--- src/rtl/cbg_pkg.sv ---
package cbg_pkg;

    localparam int REG_W     = 32;
    localparam int ADDR_W    = 2;
    localparam int RATIO_LSB = 6;
    localparam int HALF_W    = 3;

    localparam logic [ADDR_W-1:0] ADDR_CTRL   = 2'd0;
    localparam logic [ADDR_W-1:0] ADDR_COUNT  = 2'd1;
    localparam logic [ADDR_W-1:0] ADDR_STATUS = 2'd2;

    typedef enum logic [1:0] {
        DIV_X1 = 2'd0,
        DIV_X2 = 2'd1,
        DIV_X4 = 2'd2,
        DIV_X8 = 2'd3
    } div_ratio_e;

    typedef struct packed {
        logic              en;
        logic [ADDR_W-1:0] addr;
        logic [REG_W-1:0]  data;
    } reg_wr_t;

    // last index of a half period, in system clocks
    function automatic logic [HALF_W-1:0] half_last(div_ratio_e r);
        case (r)
            DIV_X1:  return 3'd0;
            DIV_X2:  return 3'd1;
            DIV_X4:  return 3'd3;
            default: return 3'd7;
        endcase
    endfunction

endpackage

--- src/rtl/cbg_regs.sv ---
module cbg_regs
    import cbg_pkg::*;
#(
    parameter int COUNT_W = 16
) (
    input  logic                  clk,
    input  logic                  rst,
    input  reg_wr_t               wr,
    input  logic [ADDR_W-1:0]     rd_addr,
    input  logic                  busy,
    input  logic                  finish,
    output div_ratio_e            ratio,
    output logic [COUNT_W-1:0]    count_q,
    output logic                  start,
    output logic                  done,
    output logic [REG_W-1:0]      rd_data
);

    logic count_hit;
    logic zero_hit;
    logic ctrl_hit;
    logic clear_hit;

    assign count_hit = wr.en && (wr.addr == ADDR_COUNT) && !busy;
    assign zero_hit  = count_hit && (wr.data[COUNT_W-1:0] == '0);
    assign start     = count_hit && (wr.data[COUNT_W-1:0] != '0);
    assign ctrl_hit  = wr.en && (wr.addr == ADDR_CTRL);
    assign clear_hit = wr.en && (wr.addr == ADDR_STATUS) && wr.data[0];

    always_ff @(posedge clk) begin
        if (rst) begin
            ratio   <= DIV_X1;
            count_q <= '0;
            done    <= 1'b0;
        end else begin
            if (ctrl_hit)
                ratio <= div_ratio_e'(wr.data[RATIO_LSB+1:RATIO_LSB]);
            if (count_hit)
                count_q <= wr.data[COUNT_W-1:0];
            // completion wins over a same-cycle clear
            if (finish || zero_hit)
                done <= 1'b1;
            else if (clear_hit)
                done <= 1'b0;
        end
    end

    always_comb begin
        rd_data = '0;
        case (rd_addr)
            ADDR_CTRL:   rd_data[RATIO_LSB+1:RATIO_LSB] = ratio;
            ADDR_COUNT:  rd_data = REG_W'(count_q);
            ADDR_STATUS: rd_data[0] = done;
            default:     rd_data = '0;
        endcase
    end

    generate
        if (COUNT_W < REG_W) begin : g_spare
            logic unused_hi;
            assign unused_hi = ^wr.data[REG_W-1:COUNT_W];
        end
    endgenerate

endmodule

--- src/rtl/cbg_divider.sv ---
module cbg_divider
    import cbg_pkg::*;
(
    input  logic       clk,
    input  logic       rst,
    input  logic       start,
    input  logic       run,
    input  div_ratio_e ratio,
    output logic       half_end
);

    div_ratio_e        ratio_run;
    logic [HALF_W-1:0] half_cnt;

    assign half_end = run && (half_cnt == half_last(ratio_run));

    always_ff @(posedge clk) begin
        if (rst) begin
            ratio_run <= DIV_X1;
            half_cnt  <= '0;
        end else if (start) begin
            ratio_run <= ratio;
            half_cnt  <= '0;
        end else if (run) begin
            half_cnt <= half_end ? '0 : half_cnt + 1'b1;
        end
    end

endmodule

--- src/rtl/cbg_pulse.sv ---
module cbg_pulse #(
    parameter int COUNT_W = 16
) (
    input  logic               clk,
    input  logic               rst,
    input  logic               start,
    input  logic [COUNT_W-1:0] load_count,
    input  logic               half_end,
    output logic               busy,
    output logic               cfg_clk,
    output logic               finish
);

    logic [COUNT_W-1:0] remain;
    logic               last_pulse;

    assign last_pulse = (remain == COUNT_W'(1));
    assign finish     = half_end && !cfg_clk && last_pulse;

    always_ff @(posedge clk) begin
        if (rst) begin
            busy    <= 1'b0;
            cfg_clk <= 1'b0;
            remain  <= '0;
        end else if (start) begin
            busy    <= 1'b1;
            cfg_clk <= 1'b1;
            remain  <= load_count;
        end else if (half_end) begin
            if (cfg_clk) begin
                cfg_clk <= 1'b0;
            end else if (last_pulse) begin
                busy <= 1'b0;
            end else begin
                remain  <= remain - 1'b1;
                cfg_clk <= 1'b1;
            end
        end
    end

endmodule

--- src/rtl/cfgclk_burst_gen.sv ---
module cfgclk_burst_gen
    import cbg_pkg::*;
#(
    parameter int COUNT_W = 16
) (
    input  logic              clk,
    input  logic              rst,
    input  logic              wr_en,
    input  logic [1:0]        wr_addr,
    input  logic [31:0]       wr_data,
    input  logic [1:0]        rd_addr,
    output logic [31:0]       rd_data,
    output logic              cfg_clk,
    output logic              busy
);

    reg_wr_t            wr_req;
    div_ratio_e         ratio;
    logic [COUNT_W-1:0] count_q;
    logic               start;
    logic               done_q;
    logic               finish;
    logic               half_end;

    assign wr_req = '{en: wr_en, addr: wr_addr, data: wr_data};

    cbg_regs #(.COUNT_W(COUNT_W)) u_regs (
        .clk     (clk),
        .rst     (rst),
        .wr      (wr_req),
        .rd_addr (rd_addr),
        .busy    (busy),
        .finish  (finish),
        .ratio   (ratio),
        .count_q (count_q),
        .start   (start),
        .done    (done_q),
        .rd_data (rd_data)
    );

    cbg_divider u_div (
        .clk      (clk),
        .rst      (rst),
        .start    (start),
        .run      (busy),
        .ratio    (ratio),
        .half_end (half_end)
    );

    cbg_pulse #(.COUNT_W(COUNT_W)) u_pulse (
        .clk        (clk),
        .rst        (rst),
        .start      (start),
        .load_count (wr_data[COUNT_W-1:0]),
        .half_end   (half_end),
        .busy       (busy),
        .cfg_clk    (cfg_clk),
        .finish     (finish)
    );

endmodule

--- config.mk ---
export PLATFORM = sky130hd
export DESIGN_NAME = cfgclk_burst_gen
export DESIGN_NICKNAME = d
export VERILOG_FILES = /design/src/rtl/cbg_pkg.sv /design/src/rtl/cbg_regs.sv /design/src/rtl/cbg_divider.sv /design/src/rtl/cbg_pulse.sv /design/src/rtl/cfgclk_burst_gen.sv
export SDC_FILE = /design/constraint.sdc
export NUM_CORES = 1
export LEC_CHECK = 0
export CORE_MARGIN = 2
export CORE_UTILIZATION = 42
export DETAILED_ROUTE_END_ITERATION = 12
export PLACE_DENSITY = 0.82
export SLEW_MARGIN = 10
export SYNTH_ARGS = -nofsm -noshare
export SYNTH_HDL_FRONTEND = slang
export SYNTH_SLANG_ARGS = --single-unit
--- constraint.sdc ---
create_clock -name clk -period 2.3 [get_ports clk]
set_input_delay 0.46 -clock clk [delete_from_list [all_inputs] [get_ports clk]]
set_output_delay 0.46 -clock clk [all_outputs]
set_load 0.01 [all_outputs]
# Word-level counts from Yosys, hierarchy flattened
# Cells that the tools add are included.
[word_totals]
in_bits = 39
output_inout_bits = 34
wordCells = 64
ff_bits = 42
[classes]
n_addsub = 2
eq_ne = 10
reduce_logical = 24
mux = 20
[ops]
columns = ["cell", "count"]
rows = [
  ["$mux W16", 4],
  ["$eq A16 B1 Y1 const B", 1],
  ["$logic_not A16 Y1", 1],
  ["$reduce_bool A16 Y1", 1],
  ["$sub A16 B1 Y16 const B", 1],
  ["$logic_and A1 B1 Y1", 10],
  ["$mux W1", 10],
  ["$pmux W3 S3", 1],
  ["$mux W8", 1],
  ["$eq A2 B1 Y1 const B", 3],
  ["$eq A2 B2 Y1 const B", 3],
  ["$logic_not A2 Y1", 3],
  ["$reduce_and A3 Y1", 2],
  ["$reduce_bool A2 Y1", 3],
  ["$mux W5", 1],
  ["$ne A2 B2 Y1 const B", 2],
  ["$pmux W2 S2", 1],
  ["$add A3 B1 Y3 const B", 1],
  ["$eq A3 B3 Y1", 1],
  ["$mux W3", 1],
  ["$logic_not A1 Y1", 2],
  ["$pmux W1 S2", 1],
  ["$reduce_or A2 Y1", 1],
  ["$logic_or A1 B1 Y1", 1],
]

# Longest topological paths before layout
# Gate-level depths: netlist of run 1.
[depth]
word_depth = 8
depth_mapped = 8
depth_no_buf = 8

# Modules after synthesis
# From an unflattened synthesis of run 1, not the netlist that was laid out.
[unflattened]
cells_unflattened = 286
area_unflattened_um2 = 2397.3
[modules_own_cells]
columns = ["module", "seq_area_each_um2", "instances", "cells_each", "area_each_um2"]
rows = [
  ["cbg_pulse", 360.3, 1, 128, 1089.8],
  ["cbg_regs", 380.4, 1, 130, 1039.7],
  ["cbg_divider", 100.1, 1, 28, 267.8],
]

# Worst setup path before layout of run 1
# No wires, ideal clock.
[synth_path]
path_type = "reg2reg"
start = "register u_div.ratio_run[0]"
end = "register u_pulse.remain[3]"
t_arrival_ns = 2.108
path_buffers = 0
stages_incl_launch_ff = 7
setup_ns = 0.117
synth_period_minus_slack_ns = 2.225
required_time_ns = 2.183
slack_ns = 0.075
path_cell_list = "dfxtp_1 > or2_2 > a2111oi_4 > o211a_1 > nand2_1 > or4_2 > a32o_1"
[synth_via]
elab_chain_len = 6
word_cells_on_any_way = 8
classes_between = "eq/ne: 3; mux: 1; reduce/logical: 4"
[synth_lines]
columns = ["element", "line_no", "rtl"]
rows = [
  ["from (decl)", "cbg_divider.sv:12", "div_ratio_e ratio_run;"],
  ["from (signal assigned)", "cbg_divider.sv:22", "ratio_run <= ratio;"],
  ["$eq A2 B2 Y1 (tied with other cells)", "cbg_pkg.sv:27", "case (r)"],
  ["$pmux W3 S3 (*)", "cbg_pkg.sv:27", ""],
  ["$eq A3 B3 Y1 (*)", "cbg_divider.sv:15", "assign half_end = run && (half_cnt == half_last(ratio_run));"],
  ["$logic_and A1 B1 Y1 (*)", "cbg_divider.sv:15", ""],
  ["$reduce_bool A2 Y1 (no source line) (*)", "n/a", ""],
  ["$reduce_and A3 Y1 (no source line) (*)", "n/a", ""],
  ["to (signal assigned)", "cbg_pulse.sv:28", "remain <= load_count;"],
  ["to (signal assigned)", "cbg_pulse.sv:35", "remain <= remain - 1'b1;"],
  ["to (decl)", "cbg_pulse.sv:14", "logic [COUNT_W-1:0] remain;"],
]
# Mark *: on every way between the ends. The rest lies on a longest branch, timed or not.
# A chain may end at the register's enable or synchronous reset.

# Final worst setup path of run 1
# Same ends and word-level chain as after synthesis.

==> flow_summary.yaml, run 1 <==
place:
  globalplace.congestion: 0.943
  place_hpwl_mm: 4.45
  postPlaceCellArea_um2: 2850
  port_buffers: 40
setup_path:
  end_kind: "flip-flop"
  cp.required_ns: 2.49
  crit_chain: "or2_2 -> a2111oi_4 -> o211a_1 -> nand2_4 -> or4_2 -> a32o_1"
  critical-path-max-stage-delay_ns: 0.53
  r2r_start: "u_div.ratio_run[0]"
  critPathLaunchType: "flip-flop"
  r2r_cells: 6
  critPathSlowestCell: "or4_2"
  critical_path_class: "reg2reg"
  critPathArrivalTime_ns: 2.42
  reg2reg_slack_ns: 0.08
  crit_path_max_fanout: 6
  r2r_end: "u_pulse.remain[3]"
layout:
  fillers: 494
  stdcell_area_um2: 2960
  multi_input_area_um2: 1270
  layout-drive-gt1-share_pct: 17.8
  num-nets-final: 383
  diodes: 0
  regArea_um2: 842
  synthToLayoutAreaGrowth_pct: 31.6
timing:
  fin_crit_sh_pct: 96.6
  setup_violations: 0
  setup_tns_ns: 0
  hold_violations: 0
  period_needed_ns: 2.22
  fin_worst_skew_ns: 0.00332
  slew_violations: 0
  max_freq_mhz: 450
global_routing:
  grt_overflow: 0
  grt_start_max_net_pins: 19
  grt_usage_pct: 20.6
  grt_pass1_vias: 2102
  grt_pass1_wl_mm: 9.80
  antenna_found_initial: 0
synth:
  syn_inst: 271
  async_flop_share_pct: 0
  synth_warnings: 0
  synthMostInstantiatedCell: "nand2_1"
  synth.area.top_cells: "dfxtp_1, nand2_1, a21oi_1, buf_4, and2_1"
  netlist_top_cells_count: "nand2_1, dfxtp_1, a21oi_1, buf_4, and2_1"
  synth-edff-count: 0
  synth_area_leader_cell: "dfxtp_1"
  yosysSeqAreaShare_pct: 37.4
  ys.flop_type: "dfxtp_1"
  syn_avg_cell_area_um2: 8.29
  synth.distinct_cells: 53
  ys_ff_latch: 42
  syn_area_um2: 2250
  synth_top_area_share_pct: 37.4
die:
  initial_core_util_pct: 43.7
  die_h_um: 77.1
  placementRows: 26
  core_area_um2: 5140
  die_w_um: 77.1
  die_area_um2: 5950
  io_pins: 73
power:
  p_per_area_nw_per_um2: 553
  ir_worst_vdd_mv: 0.408
  power.leakage_nw: 1.23
outcome:
  status: "finished, final reports clean"
clock_network:
  clockRootBuffer: "clkbuf_8"
  cts.path.max_buffers: 2
  numCtsBuffers: 5
  htreeDepth: 2
  cts_tree: "yes"
  cts.clk_slew.worst_paths_ns: 0.08
  clock_latency_ns: 0.30
  cts.sinks: 42
  holdBufCountCts: 0
hold_path:
  whs_path_depth: 2
  hp-start: "u_regs.count_q[10]"
  holdPathEnd: "u_regs.count_q[10]"
  hp-class: "reg2reg"
drt:
  finalWirelength_mm: 5.79
  drc: 0
  via_per_inst: 5.35
  drtIter0Drc: 215
  wl_per_cell_um: 14.2
  vias: 2184
  firstDrtPassIters: 4
  ant_nets: 0
flow_run:
  drv_cap: 0
==> layout by cell type (no fill, tap or decap), types with 2 or more instances in the layout <==
master           instances
nand2_1                 45
dfxtp_1                 41
buf_4                   31
a21oi_1                 25
clkdlybuf4s50_1         22
conb_1                  16
dlygate4sd2_1           16
and2_1                  14
nor2_1                   9
a31oi_1                  9
inv_1                    7
nor4_1                   7
o21ai_0                  6
nand3_1                  5
o311ai_0                 5
or3_1                    5
ha_1                     5
clkbuf_8                 5
nand2b_1                 4
nor2b_1                  3
or2_2                    3
xnor2_1                  3
or3_2                    3
a22o_1                   2
and3_1                   2
mux2i_1                  2
and4_1                   2
nor3_1                   2
or4_4                    2
a221oi_1                 2
or4_2                    2
clkinv_2                 2
dlymetal6s2s_1           2
==> flip-flops by register name (all words and copies together) (netlist names) <==
signal	flops
u_regs.count_q	16
u_pulse.busy	1
u_pulse.cfg_clk	1
u_regs.done	1
u_div.half_cnt	3
u_div.ratio_run	2
u_pulse.remain	16
u_regs.ratio	2
==> report_power, final <==
| part | leakage (nW) | switching, mW | internal (mW) |
|---|---|---|---|
| Combinational | 0.848 | 0.200 | 0.186 |
| Clock | 0.0438 | 0.250 | 0.204 |
| Sequential | 0.342 | 0.0298 | 0.764 |
==> through the flow <==
| stage | std cells | hold slack, ns | power, mW | setup WS, ns | utilization [%] |
|---|---|---|---|---|---|
| 2_1_floorplan | 286 | 0.432 | 1.03 | 0.0751 | - |
| 3_3_place_gp | 401 | 0.439 | 1.16 | -0.224 | 55.5 |
| 3_5_place_dp | 401 | 0.442 | 1.18 | -0.268 | 55.5 |
| 4_1_cts | 408 | 0.453 | 1.62 | 0.0207 | 57.0 |
| 5_1_grt | 408 | 0.477 | 1.71 | -0.0135 | 57.5 |
| 6_report | 408 | 0.451 | 1.63 | 0.0772 | 57.5 |
==> critical path: cells and delay by family (launching register included) <==
| kind | cells | cell delay, ns |
|---|---|---|
| flip-flops | 1 | 0.33 |
| AO/OA/AOI/OAI | 3 | 0.86 |
| AND/OR/NAND/NOR | 3 | 0.93 |
==> cells by family (layout without fill, tap and decap cells) <==
family / count (synthesis) / after routing / synth area share (%)
AND/OR/NAND/NOR: 119 / 119 / 28.0
AO/OA/AOI/OAI: 62 / 62 / 18.9
flip-flops: 42 / 42 / 37.4
buffers and inverters: 36 / 88 / 10.1
adder cells (fa/ha/maj): 6 / 6 / 3.34
XOR/XNOR: 3 / 3 / 1.17
multiplexers: 2 / 2 / 0.891
other: 1 / 16 / 0.167
==> area by class of cell <==
cell class | count | area share, %
Inverter | 8 | 1.02
Sequential cell | 42 | 28.5
Multi-Input combinational cell | 208 | 42.9
Tap cell | 70 | 2.96
Clock inverter | 2 | 0.339
Timing Repair Buffer | 73 | 22.0
Clock buffer | 5 | 2.33
==> worst max-delay path by stage <==
stage / startpoint / end / slack, ns
CTS: rd_addr[1] / rd_data[4] / 0.02
global placement: rd_addr[1] / rd_data[3] / -0.22
detailed placement: rd_addr[1] / rd_data[12] / -0.27
global route: u_pulse.remain[0] / u_pulse.remain[10] / -0.01
finish: u_div.ratio_run[0] / u_pulse.remain[3] / 0.08
floorplan: u_div.ratio_run[0] / u_pulse.remain[3] / 0.08
==> metal layers <==
metal | share of wire (%) | wire, µm | track usage, % | vias up
met1 | 43 | 2500 | 25.7 | 1007
met5 | 0 | 0 | 0 | -
met2 | 47 | 2700 | 33.9 | 87
met4 | 2.8 | 160 | 8.93 | 0
met3 | 7.4 | 426 | 4.94 | 21
li1 | - | - | - | 1069
==> timing repair <==
| action | 4_1_cts | 5_1_grt |
|---|---|---|
| endpoints found under the setup margin | 18 | 19 |
| pin swaps | 0 | 4 |
| setup buffers | 0 | 0 |
| gates resized for setup | 19 | 10 |
Note: power is estimated with default switching activity, not from simulation.
==> run 2, diff against run 1 <==
Settings changed: ABC_AREA set to 1, CELL_PAD_IN_SITES_DETAIL_PLACEMENT set to 1, CELL_PAD_IN_SITES_GLOBAL_PLACEMENT set to 1, CORE_UTILIZATION 42 to 30, PLACE_DENSITY 0.82 to 0.81.
==> run 2 against run 1 <==
Effect of this change: via count rose by 22%; cell count increased by 38%; clock skew grew 0.0058 ns; first-iteration DRC count is 62% lower; power rose by 25%; worst setup slack gained 0.042 ns; utilization shrank 20 points; final area is 9.4% higher; non-clock buffer count decreased by 25; combinational power up 78%.
==> flow_summary.yaml, run 2 <==
outcome:
  status: "finished, final reports clean"
place:
  globalplace.congestion: 0.823
  postPlaceCellArea_um2: 3150
  place_hpwl_mm: 5.77
  port_buffers: 40
  dp.cells: 555
layout:
  layout-drive-gt1-share_pct: 10.8
  fillers: 1195
  fin_cells: 563
  largest_registers: "u_pulse.remain (16), u_regs.count_q (16), u_div.half_cnt (3)"
  diodes: 0
  final_common_cell: "nand2_1"
  num-nets-final: 499
  layout.cells.most_common_list: "nand2_1, inv_1, nor2_1, dfxtp_1, a21oi_1"
  stdcell_area_um2: 3230
  synthToLayoutAreaGrowth_pct: 21.3
flow_run:
  drv_cap: 0
setup_path:
  cp.required_ns: 1.84
  crit_path_max_fanout: 2
  end_kind: "output pin"
  critPathLaunchType: "input pin"
  critical_path_class: "in2out"
  critPathArrivalTime_ns: 1.72
  crit_chain: "clkdlybuf4s50_1 -> inv_2 -> ha_1 -> a22o_1 -> dlygate4sd2_1"
  critPathSlowestCell: "clkdlybuf4s50_1"
  critical-path-max-stage-delay_ns: 0.49
die:
  io_pins: 73
  core_area_um2: 8680
  placementRows: 34
  initial_core_util_pct: 30.7
  die_area_um2: 9650
  die_w_um: 98.3
  die_h_um: 98.3
drt:
  drtIter0Drc: 81
  via_per_inst: 4.73
  drc: 0
  ant_nets: 0
  finalWirelength_mm: 7.67
  firstDrtPassIters: 4
  vias: 2663
  wl_per_cell_um: 13.6
power:
  power.leakage_nw: 1.59
  ir_worst_vdd_mv: 0.295
  p_per_area_nw_per_um2: 631
  power_mw: 2.04
timing:
  hold_violations: 0
  fin_worst_skew_ns: 0.00911
  period_needed_ns: 2.18
  setup_violations: 0
  rsz0062_at_grt: "no"
  slew_violations: 0
  max_freq_mhz: 459
  fin_crit_sh_pct: 94.8
synth:
  synth_area_leader_cell: "dfxtp_1"
  synth_top_area_share_pct: 31.5
  netlist_top_cells_count: "nand2_1, inv_1, nor2_1, dfxtp_1, a21oi_1"
  synth_warnings: 0
  yosysSeqAreaShare_pct: 31.5
  synth.area.top_cells: "dfxtp_1, nand2_1, inv_1, nor2_1, buf_4"
  ys.flop_type: "dfxtp_1"
  syn_area_um2: 2670
  syn_avg_cell_area_um2: 6.45
  synth.distinct_cells: 38
  syn_inst: 413
  async_flop_share_pct: 0
  ys_ff_latch: 42
  synthMostInstantiatedCell: "nand2_1"
  synth-edff-count: 0
clock_network:
  postCtsSetupBuffers: 0
  cts.path.max_buffers: 2
  cts.clk_slew.worst_paths_ns: 0.08
  cts.sinks: 42
  holdBufCountCts: 0
  clockRootBuffer: "clkbuf_8"
  numCtsBuffers: 5
  htreeDepth: 2
  cts_tree: "yes"
  clock_latency_ns: 0.31
global_routing:
  antenna_found_initial: 0
  grt_pass1_vias: 2808
  grt_start_max_net_pins: 26
  grt_usage_pct: 16.3
  grt_pass1_wl_mm: 13.0
  grt_overflow: 0
hold_path:
  hp-class: "reg2reg"
[run 2: worst paths after layout]
path / start / end / slack [ns] / cells after the start
max: rd_addr[1] / rd_data[7] / 0.12 / 5
min: u_regs.count_q[15] / u_regs.count_q[15] / 0.48 / 2
min reg2reg: u_regs.count_q[15] / u_regs.count_q[15] / 0.48 / 2
max reg2reg: u_div.ratio_run[1] / u_pulse.remain[14] / 0.62 / 7
[run 2: logic make-up after synthesis]
logic type                 share of synthesized area (%)
other                                              0.141
buffers and inverters                               14.5
adders and majority gates                           2.82
DFF                                                 31.5
AOI/OAI and AO/OA                                   14.7
and+or+nand+nor                                     34.6
xor gates and xnor gates                            1.64
[run 2: layout make-up]
class / instances / area, µm² / share of cell area (%)
Inverter: 51 / 191 / 5.92
Multi-Input combinational cell: 306 / 1510 / 46.6
Tap cell: 108 / 135 / 4.18
Clock inverter: 1 / 8.76 / 0.271
Sequential cell: 42 / 841 / 26.0
Timing Repair Buffer: 48 / 464 / 14.4
Clock buffer: 7 / 86.3 / 2.67
[run 2: layer usage]
layer / vias up / part of all wire, % / GRT usage (%)
met5: - / 0 / 0
met4: 0 / 1.6 / 5.48
met3: 9 / 3.3 / 2.93
met2: 46 / 50 / 29.8
met1: 1278 / 45 / 19.3
li1: 1330 / - / -
[run 2: where the power goes]
part	total [mW]	internal (mW)	switching (mW)
Combinational	0.686	0.260	0.426
Clock	0.525	0.248	0.276
Sequential	0.830	0.776	0.0547
[run 2: through the flow]
stage / util, % / hold WS [ns] / TNS (ns) / setup slack, ns
after floorplan: - / 0.446 / 0 / 0.550
after global placement: 36.3 / 0.456 / -2.80 / -0.189
after detailed placement: 36.3 / 0.466 / -3.19 / -0.228
after CTS: 37.3 / 0.478 / 0 / 0.109
after global routing: 37.3 / 0.497 / 0 / 0.0436
final: 37.3 / 0.476 / 0 / 0.119
[run 2: what timing repair did]
item,in CTS,in global routing
setup endpoints to repair,16,0
hold endpoints to repair,0,0
gates resized for setup,20,0
[run 2: worst max-delay path: cells and delay by family]
kind,cells,cell delay (ns)
AOI/OAI and AO/OA,1,0.23
adders and majority gates,1,0.20
buffers and inverters,3,0.83
==> run 3, diff against run 2 <==
Settings changed: GPL_ROUTABILITY_DRIVEN set to 1, PLACE_DENSITY 0.81 to 0.74, SETUP_SLACK_MARGIN set to 0.05.
==> run 3 against run 2 <==
Effect of this change: sequential cell count is the same; non-clock buffer count stayed put; count of clock-buffer cells in the layout unchanged; wire length down 4.4%; utilization barely moved; highest routed layer unchanged.
==> flow_summary.yaml, run 3 (synthesis results as in run 2) <==
setup_path:
  critPathLaunchType: "input pin"
  critPathSlowestCell: "dlygate4sd2_1"
  end_kind: "output pin"
  crit_chain: "dlygate4sd2_1 -> inv_1 -> ha_1 -> a21boi_0 -> dlygate4sd2_1"
  reg2reg_slack_ns: 0.65
  cp.required_ns: 1.84
  critPathArrivalTime_ns: 1.52
  critical_path_class: "in2out"
  crit_path_max_fanout: 2
  critical-path-max-stage-delay_ns: 0.28
  crit_start: "rd_addr[0]"
  cp_common_cell: "dlygate4sd2_1"
  r2r_start: "u_div.ratio_run[1]"
timing:
  hold_violations: 0
  fin_crit_sh_pct: 86.2
  setup_tns_ns: 0
  max_freq_mhz: 504
  setup_violations: 0
  slew_violations: 0
  setup_slack_ns: 0.318
  fin_worst_skew_ns: 0.00415
  whs_ns: 0.473
  period_needed_ns: 1.98
  rsz0062_at_grt: "no"
layout:
  layout-drive-gt1-share_pct: 10.5
  final_common_cell: "nand2_1"
  utilization_pct: 37.3
  layout.cells.most_common_list: "nand2_1, inv_1, nor2_1, dfxtp_1, a21oi_1"
  synthToLayoutAreaGrowth_pct: 21.4
  stdcell_area_um2: 3230
  largest_registers: "u_pulse.remain (16), u_regs.count_q (16), u_div.half_cnt (3)"
  diodes: 0
  num-nets-final: 499
drt:
  drtIter0Drc: 64
  drc: 0
  wl_per_cell_um: 13.0
  vias: 2596
  firstDrtPassIters: 5
  via_per_inst: 4.61
  ant_nets: 0
  finalWirelength_mm: 7.33
die:
  initial_core_util_pct: 30.7
  die_w_um: 98.3
  io_pins: 73
  core_area_um2: 8680
  placementRows: 34
  die_area_um2: 9650
  die_h_um: 98.3
hold_path:
  hp-class: "reg2reg"
  hp-start: "u_regs.count_q[9]"
clock_network:
  htreeDepth: 2
  postCtsSetupBuffers: 0
  cts_tree: "yes"
  cts.clk_slew.worst_paths_ns: 0.08
  clockRootBuffer: "clkbuf_8"
  cts.path.max_buffers: 2
  holdBufCountCts: 0
  numCtsBuffers: 5
  cts.sinks: 42
  clock_latency_ns: 0.30
place:
  port_buffers: 40
  postPlaceCellArea_um2: 3130
  place_hpwl_mm: 5.63
  globalplace.congestion: 0.769
  place_ws_ns: -0.224
global_routing:
  antenna_found_initial: 0
  grt_pass1_wl_mm: 12.8
  grt_overflow: 0
  grt_pass1_vias: 2735
  grt_usage_pct: 16.0
  grt_start_max_net_pins: 26
power:
  ir_worst_vdd_mv: 0.282
  p_per_area_nw_per_um2: 646
  power.leakage_nw: 1.60
flow_run:
  drv_cap: 0
outcome:
  status: "finished, final reports clean"
[run 3: area by class of cell]
cell class / count / area [µm²]
clock inverters: 1 / 30.0
multi-input cells: 306 / 1510
fillers: 1171 / 5440
inverters: 51 / 191
well taps: 108 / 135
flip-flops and latches: 42 / 841
clock buffers: 7 / 76.3
repair buffers: 48 / 454
[run 3: timing repair]
| action | CTS | global route |
|---|---|---|
| cloned | 0 | 0 |
| resized for setup | 20 | 1 |
| setup endpoints to repair | 16 | 5 |
[run 3: worst max-delay path, delay by kind of cell]
| family | cells | cell delay, ns |
|---|---|---|
| compound gates | 1 | 0.16 |
| fa+ha+maj | 1 | 0.27 |
| buf+inv | 3 | 0.63 |
[run 3: routing by layer]
| layer | up-vias | global-route usage, % | wire length, µm |
|---|---|---|---|
| met2 | 43 | 30.1 | 3690 |
| met1 | 1224 | 19.5 | 3360 |
| met5 | - | 0 | 0 |
| li1 | 1325 | - | - |
| met3 | 4 | 2.15 | 217 |
| met4 | 0 | 3.16 | 59 |
[run 3: report_power, final]
part / switching, mW / leakage, nW / internal, mW / total (mW)
Sequential: 0.0543 / 0.342 / 0.776 / 0.830
Combinational: 0.409 / 1.20 / 0.257 / 0.666
Clock: 0.268 / 0.0524 / 0.325 / 0.593
[run 3: final timing paths]
check / end / cells past startpoint
hold reg to reg: u_regs.count_q[9] / 2
hold / removal: u_regs.count_q[9] / 2
setup / recovery: rd_data[0] / 5
setup reg to reg: u_pulse.remain[4] / 7
[run 3: through the flow]
step	cells	power, mW
6_report	563	2.09
5_1_grt	563	2.25
4_1_cts	563	2.11
3_5_place_dp	555	1.52
3_3_place_gp	555	1.50
2_1_floorplan	428	1.35
